<file path="config.mk">
export PLATFORM = sky130hd
export DESIGN_NAME = link_req_serializer
export DESIGN_NICKNAME = d
export VERILOG_FILES = /design/src/rtl/link_req_pkg.sv /design/src/rtl/link_req_frame.sv /design/src/rtl/link_req_monitor.sv /design/src/rtl/link_req_serializer.sv
export SDC_FILE = /design/constraint.sdc
export NUM_CORES = 1
export LEC_CHECK = 0
export BUFFER_PORTS_ARGS = -buffer_cell sky130_fd_sc_hd__buf_2
export CELL_PAD_IN_SITES_DETAIL_PLACEMENT = 0
export CELL_PAD_IN_SITES_GLOBAL_PLACEMENT = 1
export CORE_ASPECT_RATIO = 0.6
export CORE_UTILIZATION = 49
export DETAILED_ROUTE_END_ITERATION = 12
export PLACE_DENSITY = 0.92
export SETUP_SLACK_MARGIN = 0.02
export SLEW_MARGIN = 20
export SYNTH_ARGS = -nofsm -noshare
export SYNTH_HDL_FRONTEND = slang
export SYNTH_SLANG_ARGS = --single-unit
</file>
<file path="constraint.sdc">
create_clock -name clk -period 3.6 [get_ports clk]
set_clock_uncertainty 0.15 [all_clocks]
set_input_delay 0.54 -clock clk [delete_from_list [all_inputs] [get_ports clk]]
set_output_delay 0.54 -clock clk [all_outputs]
set_load 0.01 [all_outputs]
</file>
<file path="src/rtl/link_req_pkg.sv">
package link_req_pkg;
    typedef enum logic [2:0] {
        K_READ  = 3'd0,
        K_WRITE = 3'd1,
        K_ACCEL = 3'd2,
        K_FAIR  = 3'd3,
        K_PRI   = 3'd4,
        K_ISO   = 3'd5
    } req_kind_e;

    typedef enum logic [1:0] {
        ST_IDLE,
        ST_HOLD,
        ST_SHIFT
    } ser_state_e;

    localparam logic [2:0] TY_READ  = 3'b100;
    localparam logic [2:0] TY_WRITE = 3'b101;
    localparam logic [2:0] TY_ACCEL = 3'b110;
    localparam logic [2:0] TY_FAIR  = 3'b011;
    localparam logic [2:0] TY_PRI   = 3'b001;
    localparam logic [2:0] TY_ISO   = 3'b010;

    localparam logic [1:0] CTL_IDLE = 2'b00;
    localparam logic [1:0] CTL_RX   = 2'b10;

    function automatic logic is_cancellable(req_kind_e k);
        return (k == K_FAIR) || (k == K_PRI);
    endfunction
endpackage

</file>
<file path="src/rtl/link_req_frame.sv">
module link_req_frame
    import link_req_pkg::*;
#(
    parameter int ADDR_W  = 4,
    parameter int DATA_W  = 8,
    parameter int SPD_W   = 3,
    parameter int FRAME_W = 5 + ADDR_W + DATA_W,
    parameter int LEN_W   = $clog2(FRAME_W + 1)
) (
    input  req_kind_e           kind,
    input  logic [ADDR_W-1:0]   addr,
    input  logic [DATA_W-1:0]   data,
    input  logic                accel_en,
    input  logic [SPD_W-1:0]    speed,
    output logic [FRAME_W-1:0]  frame,
    output logic [LEN_W-1:0]    len
);
    localparam int RD_LEN  = 5 + ADDR_W;
    localparam int WR_LEN  = 5 + ADDR_W + DATA_W;
    localparam int ACC_LEN = 6;
    localparam int BUS_LEN = 5 + SPD_W;

    always_comb begin
        unique case (kind)
            K_WRITE: begin
                frame = FRAME_W'({1'b1, TY_WRITE, addr, data, 1'b0}) << (FRAME_W - WR_LEN);
                len   = LEN_W'(WR_LEN);
            end
            K_ACCEL: begin
                frame = FRAME_W'({1'b1, TY_ACCEL, accel_en, 1'b0}) << (FRAME_W - ACC_LEN);
                len   = LEN_W'(ACC_LEN);
            end
            K_FAIR: begin
                frame = FRAME_W'({1'b1, TY_FAIR, speed, 1'b0}) << (FRAME_W - BUS_LEN);
                len   = LEN_W'(BUS_LEN);
            end
            K_PRI: begin
                frame = FRAME_W'({1'b1, TY_PRI, speed, 1'b0}) << (FRAME_W - BUS_LEN);
                len   = LEN_W'(BUS_LEN);
            end
            K_ISO: begin
                frame = FRAME_W'({1'b1, TY_ISO, speed, 1'b0}) << (FRAME_W - BUS_LEN);
                len   = LEN_W'(BUS_LEN);
            end
            default: begin
                frame = FRAME_W'({1'b1, TY_READ, addr, 1'b0}) << (FRAME_W - RD_LEN);
                len   = LEN_W'(RD_LEN);
            end
        endcase
    end
endmodule

</file>
<file path="src/rtl/link_req_monitor.sv">
module link_req_monitor
    import link_req_pkg::*;
(
    input  logic       clk,
    input  logic       rst_n,
    input  logic [1:0] ctl_state,
    input  logic       cycle_start_evt,
    input  logic       iso_launch,
    output logic       idle_settled,
    output logic       rx_now,
    output logic       rx_rise,
    output logic       cs_armed
);
    logic rx_prev;

    assign rx_now  = (ctl_state == CTL_RX);
    assign rx_rise = rx_now && !rx_prev;

    always_ff @(posedge clk or negedge rst_n) begin
        if (!rst_n) begin
            idle_settled <= 1'b0;
            rx_prev      <= 1'b0;
        end else begin
            idle_settled <= (ctl_state == CTL_IDLE);
            rx_prev      <= rx_now;
        end
    end

    always_ff @(posedge clk or negedge rst_n) begin
        if (!rst_n)
            cs_armed <= 1'b0;
        else if (cycle_start_evt)
            cs_armed <= 1'b1;
        else if (iso_launch)
            cs_armed <= 1'b0;
    end

    assert_iso_armed_R9: assert property (@(posedge clk) disable iff (!rst_n)
        iso_launch |-> cs_armed);
endmodule

</file>
<file path="src/rtl/link_req_serializer.sv">
module link_req_serializer
    import link_req_pkg::*;
#(
    parameter int ADDR_W = 4,
    parameter int DATA_W = 8,
    parameter int SPD_W  = 3
) (
    input  logic              clk,
    input  logic              rst_n,
    input  logic              cmd_valid,
    output logic              cmd_ready,
    input  logic [2:0]        cmd_kind,
    input  logic [ADDR_W-1:0] cmd_addr,
    input  logic [DATA_W-1:0] cmd_data,
    input  logic              cmd_accel_en,
    input  logic [SPD_W-1:0]  cmd_speed,
    input  logic [1:0]        ctl_state,
    input  logic              cycle_start_evt,
    output logic              req_line,
    output logic              cmd_done,
    output logic              req_lost
);
    localparam int FRAME_W = 5 + ADDR_W + DATA_W;
    localparam int LEN_W   = $clog2(FRAME_W + 1);

    ser_state_e           state, state_nx;
    req_kind_e            kind_q;
    logic [FRAME_W-1:0]   frame_new, frame_q, sreg;
    logic [LEN_W-1:0]     len_new, len_q, cnt;
    logic                 idle_settled, rx_now, rx_rise, cs_armed;
    logic                 gate_ok, cancel, last_bit, iso_launch, accept;

    link_req_frame #(
        .ADDR_W(ADDR_W), .DATA_W(DATA_W), .SPD_W(SPD_W),
        .FRAME_W(FRAME_W), .LEN_W(LEN_W)
    ) u_frame (
        .kind     (req_kind_e'(cmd_kind)),
        .addr     (cmd_addr),
        .data     (cmd_data),
        .accel_en (cmd_accel_en),
        .speed    (cmd_speed),
        .frame    (frame_new),
        .len      (len_new)
    );

    link_req_monitor u_mon (
        .clk             (clk),
        .rst_n           (rst_n),
        .ctl_state       (ctl_state),
        .cycle_start_evt (cycle_start_evt),
        .iso_launch      (iso_launch),
        .idle_settled    (idle_settled),
        .rx_now          (rx_now),
        .rx_rise         (rx_rise),
        .cs_armed        (cs_armed)
    );

    assign cmd_ready = (state == ST_IDLE);
    assign accept    = cmd_valid && cmd_ready;
    assign req_line  = (state == ST_SHIFT) && sreg[FRAME_W-1];
    assign last_bit  = (cnt == '0);

    always_comb begin
        unique case (kind_q)
            K_FAIR, K_PRI: gate_ok = (ctl_state == CTL_IDLE) && idle_settled;
            K_ISO:         gate_ok = cs_armed;
            default:       gate_ok = 1'b1;
        endcase
        cancel = is_cancellable(kind_q) && rx_now;
    end

    // next-state logic
    always_comb begin
        state_nx = state;
        unique case (state)
            ST_IDLE:  if (accept) state_nx = ST_HOLD;
            ST_HOLD:  if (!cancel && gate_ok) state_nx = ST_SHIFT;
            ST_SHIFT: begin
                if (cancel)        state_nx = ST_HOLD;
                else if (last_bit) state_nx = ST_IDLE;
            end
            default:  state_nx = ST_IDLE;
        endcase
    end

    assign iso_launch = (state == ST_HOLD) && (state_nx == ST_SHIFT) && (kind_q == K_ISO);

    // state register
    always_ff @(posedge clk or negedge rst_n) begin
        if (!rst_n) state <= ST_IDLE;
        else        state <= state_nx;
    end

    // output pulses
    always_ff @(posedge clk or negedge rst_n) begin
        if (!rst_n) begin
            cmd_done <= 1'b0;
            req_lost <= 1'b0;
        end else begin
            cmd_done <= (state == ST_SHIFT) && last_bit && !cancel;
            req_lost <= is_cancellable(kind_q) &&
                        (((state == ST_HOLD) && rx_rise) || ((state == ST_SHIFT) && rx_now));
        end
    end

    // command store and shifter
    always_ff @(posedge clk or negedge rst_n) begin
        if (!rst_n) begin
            kind_q  <= K_READ;
            frame_q <= '0;
            len_q   <= '0;
            sreg    <= '0;
            cnt     <= '0;
        end else begin
            if (accept) begin
                kind_q  <= req_kind_e'(cmd_kind);
                frame_q <= frame_new;
                len_q   <= len_new;
            end
            if (state == ST_HOLD && state_nx == ST_SHIFT) begin
                sreg <= frame_q;
                cnt  <= len_q - LEN_W'(1);
            end else if (state == ST_SHIFT) begin
                sreg <= sreg << 1;
                cnt  <= cnt - LEN_W'(1);
            end
        end
    end

    assert_fair_start_idle_R6: assert property (@(posedge clk) disable iff (!rst_n)
        (state == ST_SHIFT && $past(state) == ST_HOLD && is_cancellable(kind_q))
        |-> ($past(ctl_state) == CTL_IDLE && $past(ctl_state, 2) == CTL_IDLE));

    assert_busy_after_accept_R5: assert property (@(posedge clk) disable iff (!rst_n)
        (cmd_valid && cmd_ready) |=> !cmd_ready);

    assert_lost_on_rx_R8: assert property (@(posedge clk) disable iff (!rst_n)
        req_lost |-> ($past(ctl_state) == CTL_RX && !req_line));

    assert_done_single_R11: assert property (@(posedge clk) disable iff (!rst_n)
        cmd_done |-> (cmd_ready && !req_line) ##1 !cmd_done);

    assert_line_quiet_R10: assert property (@(posedge clk) disable iff (!rst_n)
        cmd_ready |-> !req_line);
endmodule

</file>
==> impl_metrics.sql, run 1 <==
INSERT INTO impl_metrics (metric_group, metric, value, unit) VALUES
('synthesis', 'syn_inst', '216', ''),
('cts', 'clock_insertion_delay_worst_skew', '0.30', 'ns'),
('synthesis', 'xor_xnor_share_of_the_synthesized_area', '0.0219', ''),
('synthesis', 'yosys.cell_count.top_type', 'dfrtp_1', ''),
('routing', 'route.detailed.wl_per_inst', '15.5', 'µm'),
('sta', 'setup_violations', '0', ''),
('routing', 'vias', '1684', ''),
('cts', 'clock_tree.buffer_depth', '2', ''),
('grt', 'global_route.usage.total', '0.201', ''),
('cts', 'path_clk_slew', '0.09', 'ns'),
('die', 'floorplan.core_area', '0.00464', 'mm²'),
('die', 'die_width', '92.4', 'µm'),
('die', 'fp-row-count', '19', ''),
('power_and_ir_drop', 'seq_power_share', '0.452', ''),
('power_and_ir_drop', 'pwr-share-comb', '0.393', ''),
('synthesis', 'syn_nets', '242', ''),
('sta', 'totalNegativeSetupSlack', '0', 'ns'),
('placed_design', 'place.port_buffers', '28', ''),
('grt', 'grt_max_degree', '42', ''),
('synthesis', 'syn_area_per_cell', '11.1', 'µm²'),
('finish', 'insertedDiodeCount', '0', ''),
('routing', 'vias_per_cell', '5.54', ''),
('job', 'timing.max_cap.violations', '0', ''),
('power_and_ir_drop', 'p_sw_frac', '0.385', ''),
('synthesis', 'syn-cell-area', '0.00240', 'mm²'),
('synthesis', 'synth_edf_count', '0', ''),
('sta', 'rsz_0062_raised_after_global_routing', 'no', ''),
('routing', 'drtPass1Iterations', '4', ''),
('placed_design', 'place_congestion', '0.783', ''),
('sta', 'timing_hold_violations_final', '0', ''),
('routing', 'ant_nets', '0', ''),
('worst_hold_path', 'hp-class', 'input pin to asynchronous set/reset pin', ''),
('synthesis', 'synthFlopType', 'dfrtp_1', ''),
('synthesis', 'synth_top_cells_by_area', 'dfrtp_1 (53%), a221o_1 (6.7%), and2_1 (3.9%)', ''),
('routing', 'routed_wl', '4.70', 'mm'),
('grt', 'grt.overflow.total', '0', ''),
('grt', 'antenna_violations_before_repair', '0', ''),
('sta', 'post-route-min-period', '2.66', 'ns'),
('synthesis', 'synth-simple-area-share', '0.164', ''),
('grt', 'first_global_vias', '1538', ''),
('finish', 'fillCellCount', '422', ''),
('sta', 'whs', '0.211', 'ns'),
('power_and_ir_drop', 'switchingPower', '0.000807', 'W'),
('finish', 'drive_above_1_share', '0.199', ''),
('critical_path', 'worstSetupStartpointType', 'flip-flop', ''),
('cts', 'cts_tree', 'built', ''),
('grt', 'grt_pass1_wl', '7.90', 'mm'),
('power_and_ir_drop', 'vdd.ir_drop.worst', '0.000331', 'V'),
('die', 'dieArea', '0.00520', 'mm²'),
('cts', 'tritoncts_num_sinks', '51', ''),
('die', 'num_io_pins', '29', ''),
('sta', 'finalCritPeriodShare', '0.740', ''),
('finish', 'fin_nets', '266', ''),
('routing', 'drt_drc_violations_left', '0', ''),
('synthesis', 'synthesized_area_fraction_occupied_by_ao_oa_aoi_and_oai_cells', '0.196', ''),
('outcome', 'run_status', 'finished, final reports clean', ''),
('sta', 'tightest_slew', '0.957', 'ns'),
('synthesis', 'yosys.area.top_type', 'dfrtp_1', ''),
('synthesis', 'ys_seq_elements', '51', ''),
('cts', 'post_cts.repair.setup_buffers', '0', ''),
('synthesis', 'synth.area.mux_share', '0.0390', ''),
('die', 'initial_utilization', '0.519', ''),
('synthesis', 'synth_adder_area_share', '0.00520', ''),
('critical_path', 'path_max_fanout', '13', ''),
('critical_path', 'worstPathRequired', '2.91', 'ns'),
('synthesis', 'synth_seq_area_share', '0.531', ''),
('synthesis', 'postSynth.asyncResetShare', '1.00', ''),
('synthesis', 'yosysWarnings', '0', ''),
('critical_path', 'worst-r2r-cell-count', '8', ''),
('power_and_ir_drop', 'power_density', '791', 'mW/mm²'),
('critical_path', 'timing_worst_setup_path_type', 'flip-flop to output pin', '');
routing by layer:
metal / share of wire / up-vias / track usage
met5: 0 / - / 0
met4: 0.0032 / 0 / 0.0402
met3: 0.068 / 2 / 0.0515
met2: 0.37 / 50 / 0.256
met1: 0.56 / 804 / 0.336
li1: - / 828 / -
cells in the final DEF (no fill, tap or decap), types with 2 or more instances in the layout:
master      instances
clkinvlp_4          2
buf_2              28
o21ai_0             3
nand3_1             2
nor2_1             11
xnor2_1             3
mux2i_1             6
dfrtp_1            51
and2_1             15
and3_1              2
a21o_1              5
a21oi_1             7
nand2_1            18
a221o_1            16
mux2_1              3
a22o_1              9
and4_1              2
a31oi_1             3
clkbuf_8            5
nand2b_1            4
xor2_1              3
nor3_1              4
o21ai_1             6
buf_4               3
inv_1               5
nor2b_1             6
cell type report:
class	instances	area, µm²	area share
flip-flops and latches	51	1280	0.481
inverters	6	22.5	0.00849
multi-input cells	145	1020	0.386
well taps	63	78.8	0.0297
repair buffers	31	163	0.0613
clock buffers	5	68.8	0.0259
clock inverters	3	20.0	0.00755
sequential cells by signal, summed over array words and instances (netlist names):
name                flops
req_lost                1
len_q                   4
cnt                     5
state                   2
sreg                   16
frame_q                16
cmd_done                1
kind_q                  3
u_mon.cs_armed          1
u_mon.idle_settled      1
u_mon.rx_prev           1
cell families (layout without fill, tap and decap cells):
| family | count (synthesis) | after routing |
|---|---|---|
| adders and majority gates | 1 | 1 |
| and+or+nand+nor | 71 | 71 |
| AOI/OAI and AO/OA | 58 | 58 |
| buffers and inverters | 20 | 45 |
| DFF | 51 | 51 |
| muxes | 9 | 9 |
| xor gates and xnor gates | 6 | 6 |
path summary, 6_finish.rpt:
kind	startpoint	endpoint	slack [ns]
min reg2reg	u_mon.cs_armed	u_mon.cs_armed	0.33
max reg2reg	state[0]	cnt[4]	1.00
max in group asynchronous	rst_n	frame_q[16]	2.40
max	state[1]	req_line	0.94
min in group clk	ctl_state[0]	u_mon.rx_prev	0.26
min	rst_n	cmd_done	0.21
through the flow:
step | total power, W | area [µm²] | std cells | worst slack (ns)
2_1_floorplan | 0.00160 | 2400 | 216 | 1.19
3_3_place_gp | 0.00175 | 2560 | 296 | 0.996
3_5_place_dp | 0.00178 | 2560 | 296 | 0.904
4_1_cts | 0.00210 | 2650 | 304 | 0.996
5_1_grt | 0.00225 | 2650 | 304 | 0.715
6_report | 0.00210 | 2650 | 304 | 0.936
worst max-delay path, stage by stage (launching register included):
cell	delay (ns)
dfrtp_1	0.52
nor2b_1	0.81
and2_1	0.22
buf_2	0.13
power groups by stage:
stage	Combinational, W	Clock, W	Sequential [W]
global route	0.000920	0.000355	0.000978
floorplan	0.000711	0	0.000892
finish	0.000824	0.000325	0.000949
global placement	0.000797	0	0.000950
CTS	0.000823	0.000331	0.000945
detailed placement	0.000823	0	0.000954
(Power assumes the default switching activity.)
==> run 2, diff against run 1 <==
--- a/config.mk
+++ b/config.mk
@@ -9,9 +9,9 @@
 export CELL_PAD_IN_SITES_DETAIL_PLACEMENT = 0
 export CELL_PAD_IN_SITES_GLOBAL_PLACEMENT = 1
 export CORE_ASPECT_RATIO = 0.6
-export CORE_UTILIZATION = 49
+export CORE_UTILIZATION = 45
 export DETAILED_ROUTE_END_ITERATION = 12
-export PLACE_DENSITY = 0.92
+export PLACE_DENSITY = 0.86
 export SETUP_SLACK_MARGIN = 0.02
 export SLEW_MARGIN = 20
 export SYNTH_ARGS = -nofsm -noshare
==> constraint.sdc (replaced) <==
create_clock -name clk -period 2.8 [get_ports clk]
set_clock_uncertainty 0.15 [all_clocks]
set_input_delay 0.42 -clock clk [delete_from_list [all_inputs] [get_ports clk]]
set_output_delay 0.42 -clock clk [all_outputs]
set_load 0.01 [all_outputs]
==> impl_metrics.sql, run 2 (same netlist as run 1, synthesis figures left out) <==
INSERT INTO impl_metrics (metric_group, metric, value, unit) VALUES
('die', 'die_width', '96.4', 'µm'),
('cts', 'cts_made_buffers', '5', ''),
('die', 'initial_utilization', '0.471', ''),
('power_and_ir_drop', 'p_int', '0.00177', 'W'),
('routing', 'drt_drc_violations_left', '0', ''),
('sta', 'whs', '-0.00687', 'ns'),
('finish', 'drive_above_1_share', '0.212', ''),
('outcome', 'failed_checks', 'negative hold slack', ''),
('critical_path', 'end_kind', 'flip-flop', ''),
('die', 'num_io_pins', '29', ''),
('routing', 'route.detailed.wl_per_inst', '15.8', 'µm'),
('routing', 'vias_per_cell', '5.46', ''),
('die', 'dieArea', '0.00565', 'mm²'),
('critical_path', 'timing_worst_setup_path_type', 'flip-flop to flip-flop', ''),
('cts', 'cts_tree', 'built', ''),
('cts', 'post_cts.repair.setup_buffers', '0', ''),
('power_and_ir_drop', 'vdd.ir_drop.worst', '0.000433', 'V'),
('routing', 'drtPass1Iterations', '4', ''),
('cts', 'post_cts_hold_buffer_count', '0', ''),
('grt', 'grt.overflow.total', '0', ''),
('power_and_ir_drop', 'p_sw_frac', '0.373', ''),
('placed_design', 'place_congestion', '0.780', ''),
('routing', 'routed_wl', '4.91', 'mm'),
('sta', 'rsz_0062_raised_after_global_routing', 'no', ''),
('routing', 'vias', '1699', ''),
('cts', 'path_clk_slew', '0.10', 'ns'),
('die', 'fp-row-count', '20', ''),
('cts', 'cts_max_level', '2', ''),
('finish', 'layout.cells.most_common_list', 'dfrtp_1 (51), buf_2 (28), nand2_1 (18), a221o_1 (16), and2_1 (15)', ''),
('sta', 'tightest_slew', '0.711', 'ns'),
('outcome', 'run_status', 'complete, but fails checks', ''),
('sta', 'finalCritPeriodShare', '0.896', ''),
('sta', 'clock.fmax', '0.399', 'GHz'),
('cts', 'clock_insertion_delay_worst_skew', '0.30', 'ns'),
('grt', 'grt_max_degree', '32', ''),
('cts', 'clock_tree.buffer_depth', '2', ''),
('grt', 'global_route.usage.total', '0.202', ''),
('finish', 'final_util', '0.531', ''),
('critical_path', 'worstSetupStartpointType', 'flip-flop', ''),
('critical_path', 'cpLargestDelayFamily', 'simple AND/OR/NAND/NOR gates', ''),
('finish', 'fillCellCount', '481', ''),
('sta', 'post-route-min-period', '2.51', 'ns'),
('placed_design', 'hpwlAfterDp', '3.44', 'mm'),
('finish', 'layout_commonest_cell', 'dfrtp_1', ''),
('grt', 'grt_pass1_wl', '8.44', 'mm'),
('finish', 'seqCellArea', '0.00128', 'mm²'),
('die', 'floorplan.core_area', '0.00510', 'mm²'),
('die', 'chipHeight', '58.6', 'µm'),
('finish', 'fin_nets', '270', ''),
('placed_design', 'place.port_buffers', '28', ''),
('critical_path', 'critical_path.n_buffers_inverters', '0', ''),
('power_and_ir_drop', 'power_density', '1040', 'mW/mm²'),
('finish', 'area.growth.synth_to_final', '12.7', '%'),
('sta', 'setup_violations', '0', ''),
('grt', 'antenna_violations_before_repair', '0', ''),
('sta', 'timing_hold_violations_final', '6', ''),
('power_and_ir_drop', 'seq_power_share', '0.431', ''),
('finish', 'reg_top3', 'frame_q x16, sreg x16, cnt x5', ''),
('cts', 'post_cts_resize_count', '0', ''),
('sta', 'timing.max_slew.rel_slack', '0.522', ''),
('cts', 'clk_root_buffer_cell', 'clkbuf_8', ''),
('critical_path', 'worst_ep_arrival_time', '2.58', 'ns'),
('job', 'timing.max_cap.violations', '0', ''),
('critical_path', 'crit_path_top_delay_cell', 'dfrtp_1', ''),
('critical_path', 'timing.critical_path.cells', 'and3b_2, o2bb2ai_4, and3_4, mux2i_1, ha_1, nand2_1, xor2_1, a211oi_1', ''),
('sta', 'drv_slew', '0', ''),
('grt', 'first_global_vias', '1618', ''),
('sta', 'totalNegativeSetupSlack', '0', 'ns'),
('power_and_ir_drop', 'leakage', '1.30', 'nW'),
('worst_hold_path', 'hp-class', 'input pin to asynchronous set/reset pin', ''),
('placed_design', 'dpl_cell_area', '0.00260', 'mm²'),
('power_and_ir_drop', 'clockPowerShare', '0.184', ''),
('finish', 'multi_input_logic_area', '0.00102', 'mm²'),
('routing', 'ant_nets', '0', ''),
('finish', 'final_area', '0.00271', 'mm²'),
('cts', 'tritoncts_num_sinks', '51', ''),
('finish', 'insertedDiodeCount', '0', ''),
('critical_path', 'r2r_slack', '0.29', 'ns'),
('routing', 'drt-initial-drc-count', '103', ''),
('critical_path', 'path_max_fanout', '10', ''),
('critical_path', 'worstPathRequired', '2.87', 'ns'),
('critical_path', 'critical_path.max_stage_delay', '0.44', 'ns'),
('power_and_ir_drop', 'pwr-share-comb', '0.385', ''),
('power_and_ir_drop', 'switchingPower', '0.00105', 'W');
==> run 2: through the flow <==
stage | cells | setup WS, ns | power [W]
3_3_place_gp | 303 | 0.434 | 0.00228
4_1_cts | 311 | 0.308 | 0.00284
3_5_place_dp | 303 | 0.314 | 0.00232
6_report | 311 | 0.291 | 0.00283
5_1_grt | 311 | 0.107 | 0.00305
2_1_floorplan | 216 | 0.444 | 0.00206
==> run 2: cell type report <==
type / count / area share
flip-flops and latches: 51 / 0.471
inverters: 6 / 0.00831
repair buffers: 35 / 0.0711
well taps: 66 / 0.0305
clock buffers: 5 / 0.0254
clock inverters: 3 / 0.0162
multi-input cells: 145 / 0.378
==> run 2: worst paths after layout <==
path	endpoint	depth (start not counted)	start
max	cnt[4]	8	kind_q[0]
min	cmd_done	1	rst_n
max reg2reg	cnt[4]	8	kind_q[0]
min reg2reg	frame_q[16]	1	frame_q[16]
max in group asynchronous	sreg[12]	2	rst_n
min in group clk	u_mon.rx_prev	2	ctl_state[0]
==> run 2: layer usage <==
layer | track usage | up-vias | wire, µm
li1 | - | 838 | -
met1 | 0.325 | 810 | 2720
met2 | 0.264 | 44 | 1900
met3 | 0.0491 | 7 | 240
met4 | 0.0588 | 0 | 51
met5 | 0 | - | 0
==> run 2: power by group through the flow <==
| stage | logic (W) | clock network (W) | registers [W] |
|---|---|---|---|
| floorplan | 0.000914 | 0 | 0.00115 |
| global placement | 0.00106 | 0 | 0.00122 |
| detailed placement | 0.00109 | 0 | 0.00123 |
| CTS | 0.00110 | 0.000524 | 0.00121 |
| global route | 0.00123 | 0.000562 | 0.00126 |
| finish | 0.00109 | 0.000519 | 0.00122 |
==> run 3, diff against run 2 <==
--- a/config.mk
+++ b/config.mk
@@ -6,7 +6,7 @@
 export NUM_CORES = 1
 export LEC_CHECK = 0
 export BUFFER_PORTS_ARGS = -buffer_cell sky130_fd_sc_hd__buf_2
-export CELL_PAD_IN_SITES_DETAIL_PLACEMENT = 0
+export CELL_PAD_IN_SITES_DETAIL_PLACEMENT = 1
 export CELL_PAD_IN_SITES_GLOBAL_PLACEMENT = 1
 export CORE_ASPECT_RATIO = 0.6
 export CORE_UTILIZATION = 45
==> impl_metrics.sql, run 3 (same netlist as run 1, synthesis figures left out) <==
INSERT INTO impl_metrics (metric_group, metric, value, unit) VALUES
('sta', 'whs', '0.00586', 'ns'),
('power_and_ir_drop', 'clockPowerShare', '0.153', ''),
('placed_design', 'place_congestion', '0.780', ''),
('cts', 'tritoncts_num_sinks', '51', ''),
('routing', 'drt-initial-drc-count', '141', ''),
('power_and_ir_drop', 'power_density', '1040', 'mW/mm²'),
('die', 'initial_utilization', '0.471', ''),
('routing', 'drtPass1Iterations', '4', ''),
('cts', 'clk_root_buffer_cell', 'clkbuf_8', ''),
('cts', 'post_cts_resize_count', '0', ''),
('die', 'chipHeight', '58.6', 'µm'),
('finish', 'drive_above_1_share', '0.212', ''),
('finish', 'insertedDiodeCount', '0', ''),
('critical_path', 'worst_ep_arrival_time', '2.58', 'ns'),
('grt', 'first_global_vias', '1852', ''),
('power_and_ir_drop', 'switchingPower', '0.00110', 'W'),
('sta', 'tightest_slew', '0.811', 'ns'),
('critical_path', 'timing.critical_path.cells', 'and3b_2, o2bb2ai_4, and3_4, mux2i_1, ha_1, nand2_1, xor2_1, a211oi_1', ''),
('sta', 'finalCritPeriodShare', '0.898', ''),
('critical_path', 'crit_path_top_delay_cell', 'dfrtp_1', ''),
('finish', 'final_util', '0.526', ''),
('routing', 'vias', '1781', ''),
('critical_path', 'worst-r2r-cell-count', '8', ''),
('sta', 'timing_hold_violations_final', '0', ''),
('finish', 'reg_top3', 'frame_q x16, sreg x16, cnt x5', ''),
('cts', 'post_cts.repair.setup_buffers', '0', ''),
('critical_path', 'worstPathRequired', '2.86', 'ns'),
('job', 'timing.max_cap.violations', '0', ''),
('cts', 'clock_insertion_delay_worst_skew', '0.30', 'ns'),
('cts', 'post_cts_hold_buffer_count', '0', ''),
('placed_design', 'place.port_buffers', '28', ''),
('finish', 'layout.cells.most_common_list', 'dfrtp_1 (51), buf_2 (28), nand2_1 (18), a221o_1 (16), and2_1 (15)', ''),
('die', 'die_width', '96.4', 'µm'),
('cts', 'path_clk_slew', '0.10', 'ns'),
('grt', 'grt_max_degree', '32', ''),
('die', 'floorplan.core_area', '0.00510', 'mm²'),
('sta', 'drv_slew', '0', ''),
('cts', 'clock_tree.buffer_depth', '2', ''),
('finish', 'fin_nets', '270', ''),
('critical_path', 'r2r_slack', '0.29', 'ns'),
('cts', 'cts_made_buffers', '5', ''),
('outcome', 'run_status', 'finished, final reports clean', ''),
('sta', 'rsz_0062_raised_after_global_routing', 'no', ''),
('critical_path', 'end_kind', 'flip-flop', ''),
('power_and_ir_drop', 'leakage', '1.28', 'nW'),
('routing', 'drt_drc_violations_left', '0', ''),
('power_and_ir_drop', 'p_int', '0.00168', 'W'),
('sta', 'timing.max_slew.rel_slack', '0.455', ''),
('critical_path', 'path_max_fanout', '10', ''),
('grt', 'global_route.usage.total', '0.230', ''),
('sta', 'totalNegativeSetupSlack', '0', 'ns'),
('power_and_ir_drop', 'p_sw_frac', '0.395', ''),
('critical_path', 'critical_path.startpoint', 'kind_q[0]', ''),
('routing', 'route.detailed.wl_per_inst', '18.1', 'µm'),
('critical_path', 'critical_path.max_stage_delay', '0.45', 'ns'),
('finish', 'area.growth.synth_to_final', '11.7', '%'),
('critical_path', 'reg2reg_from', 'kind_q[0]', ''),
('critical_path', 'rr_endpoint', 'cnt[4]', ''),
('sta', 'postLayoutSetupSlackWorst', '0.286', 'ns'),
('routing', 'vias_per_cell', '5.73', ''),
('sta', 'setup_violations', '0', ''),
('critical_path', 'setup.worst_path.end', 'cnt[4]', ''),
('routing', 'ant_nets', '0', ''),
('critical_path', 'worstSetupStartpointType', 'flip-flop', ''),
('cts', 'cts_tree', 'built', ''),
('grt', 'grt.overflow.total', '0', ''),
('die', 'fp-row-count', '20', ''),
('finish', 'layout_commonest_cell', 'dfrtp_1', ''),
('placed_design', 'preCtsSetupSlack', '0.295', 'ns'),
('placed_design', 'hpwlAfterDp', '4.01', 'mm'),
('routing', 'routed_wl', '5.63', 'mm'),
('power_and_ir_drop', 'seq_power_share', '0.442', ''),
('grt', 'antenna_violations_before_repair', '0', ''),
('critical_path', 'timing_worst_setup_path_type', 'flip-flop to flip-flop', ''),
('sta', 'post-route-min-period', '2.51', 'ns'),
('grt', 'grt_pass1_wl', '9.58', 'mm'),
('sta', 'clock.fmax', '0.398', 'GHz'),
('die', 'num_io_pins', '29', ''),
('worst_hold_path', 'hp-class', 'input pin to asynchronous set/reset pin', ''),
('cts', 'cts_max_level', '2', ''),
('power_and_ir_drop', 'vdd.ir_drop.worst', '0.000362', 'V'),
('power_and_ir_drop', 'pwr-share-comb', '0.405', ''),
('die', 'dieArea', '0.00565', 'mm²'),
('finish', 'fillCellCount', '609', '');
## run 3: cell types whose count changed in the layout (fill, tap and decap cells not counted), sizes merged
cell      before  now
bufinv         1    0
clkinv         2    1
clkinvlp       0    2
## run 3: layout make-up
type                    count  area [µm²]  area share
clock buffers               5        68.8      0.0256
clock inverters             3        20.0     0.00745
inverters                   6        22.5     0.00838
multi-input cells         145        1020       0.381
flip-flops and latches     51        1280       0.475
well taps                  66        82.6      0.0307
repair buffers             35         193      0.0717
## run 3: critical path, delay by kind of cell (launching register included)
family | cells | cell delay [ns]
simple gates | 3 | 0.68
compound gates | 2 | 0.47
flops | 1 | 0.45
fa+ha+maj | 1 | 0.30
mux | 1 | 0.24
xor+xnor | 1 | 0.14
## run 3: power by group through the flow
stage | Combinational (W) | Sequential, W | Clock (W)
floorplan | 0.000914 | 0.00115 | 0
detailed placement | 0.00112 | 0.00124 | 0
global placement | 0.00106 | 0.00122 | 0
finish | 0.00113 | 0.00123 | 0.000426
global route | 0.00126 | 0.00126 | 0.000462
CTS | 0.00114 | 0.00122 | 0.000431
## run 3: per-layer routing
metal | global-route usage | vias up | share of wire
met3 | 0.0401 | 4 | 0.039
li1 | - | 836 | -
met2 | 0.341 | 38 | 0.44
met4 | 0.0420 | 0 | 0.0044
met5 | 0 | - | 0
met1 | 0.357 | 903 | 0.52
## run 3: worst min-delay path by stage
stage                     depth (start not counted)          end  slack (ns)        start
after CTS                                         1     sreg[16]        0.03        rst_n
final                                             1   frame_q[3]       0.006        rst_n
after global placement                            1  frame_q[16]        0.30  frame_q[16]
after detailed placement                          1  frame_q[16]        0.31  frame_q[16]
after floorplan                                   0     cmd_done       -0.03        rst_n
after global routing                              1     cmd_done        0.06        rst_n
## run 3: metrics by stage
stage               area (µm²)  total power [W]  instances
detailed placement        2600          0.00236        303
floorplan                 2400          0.00206        216
CTS                       2690          0.00279        311
global placement          2600          0.00228        303
finish                    2690          0.00278        311
global route              2690          0.00299        311
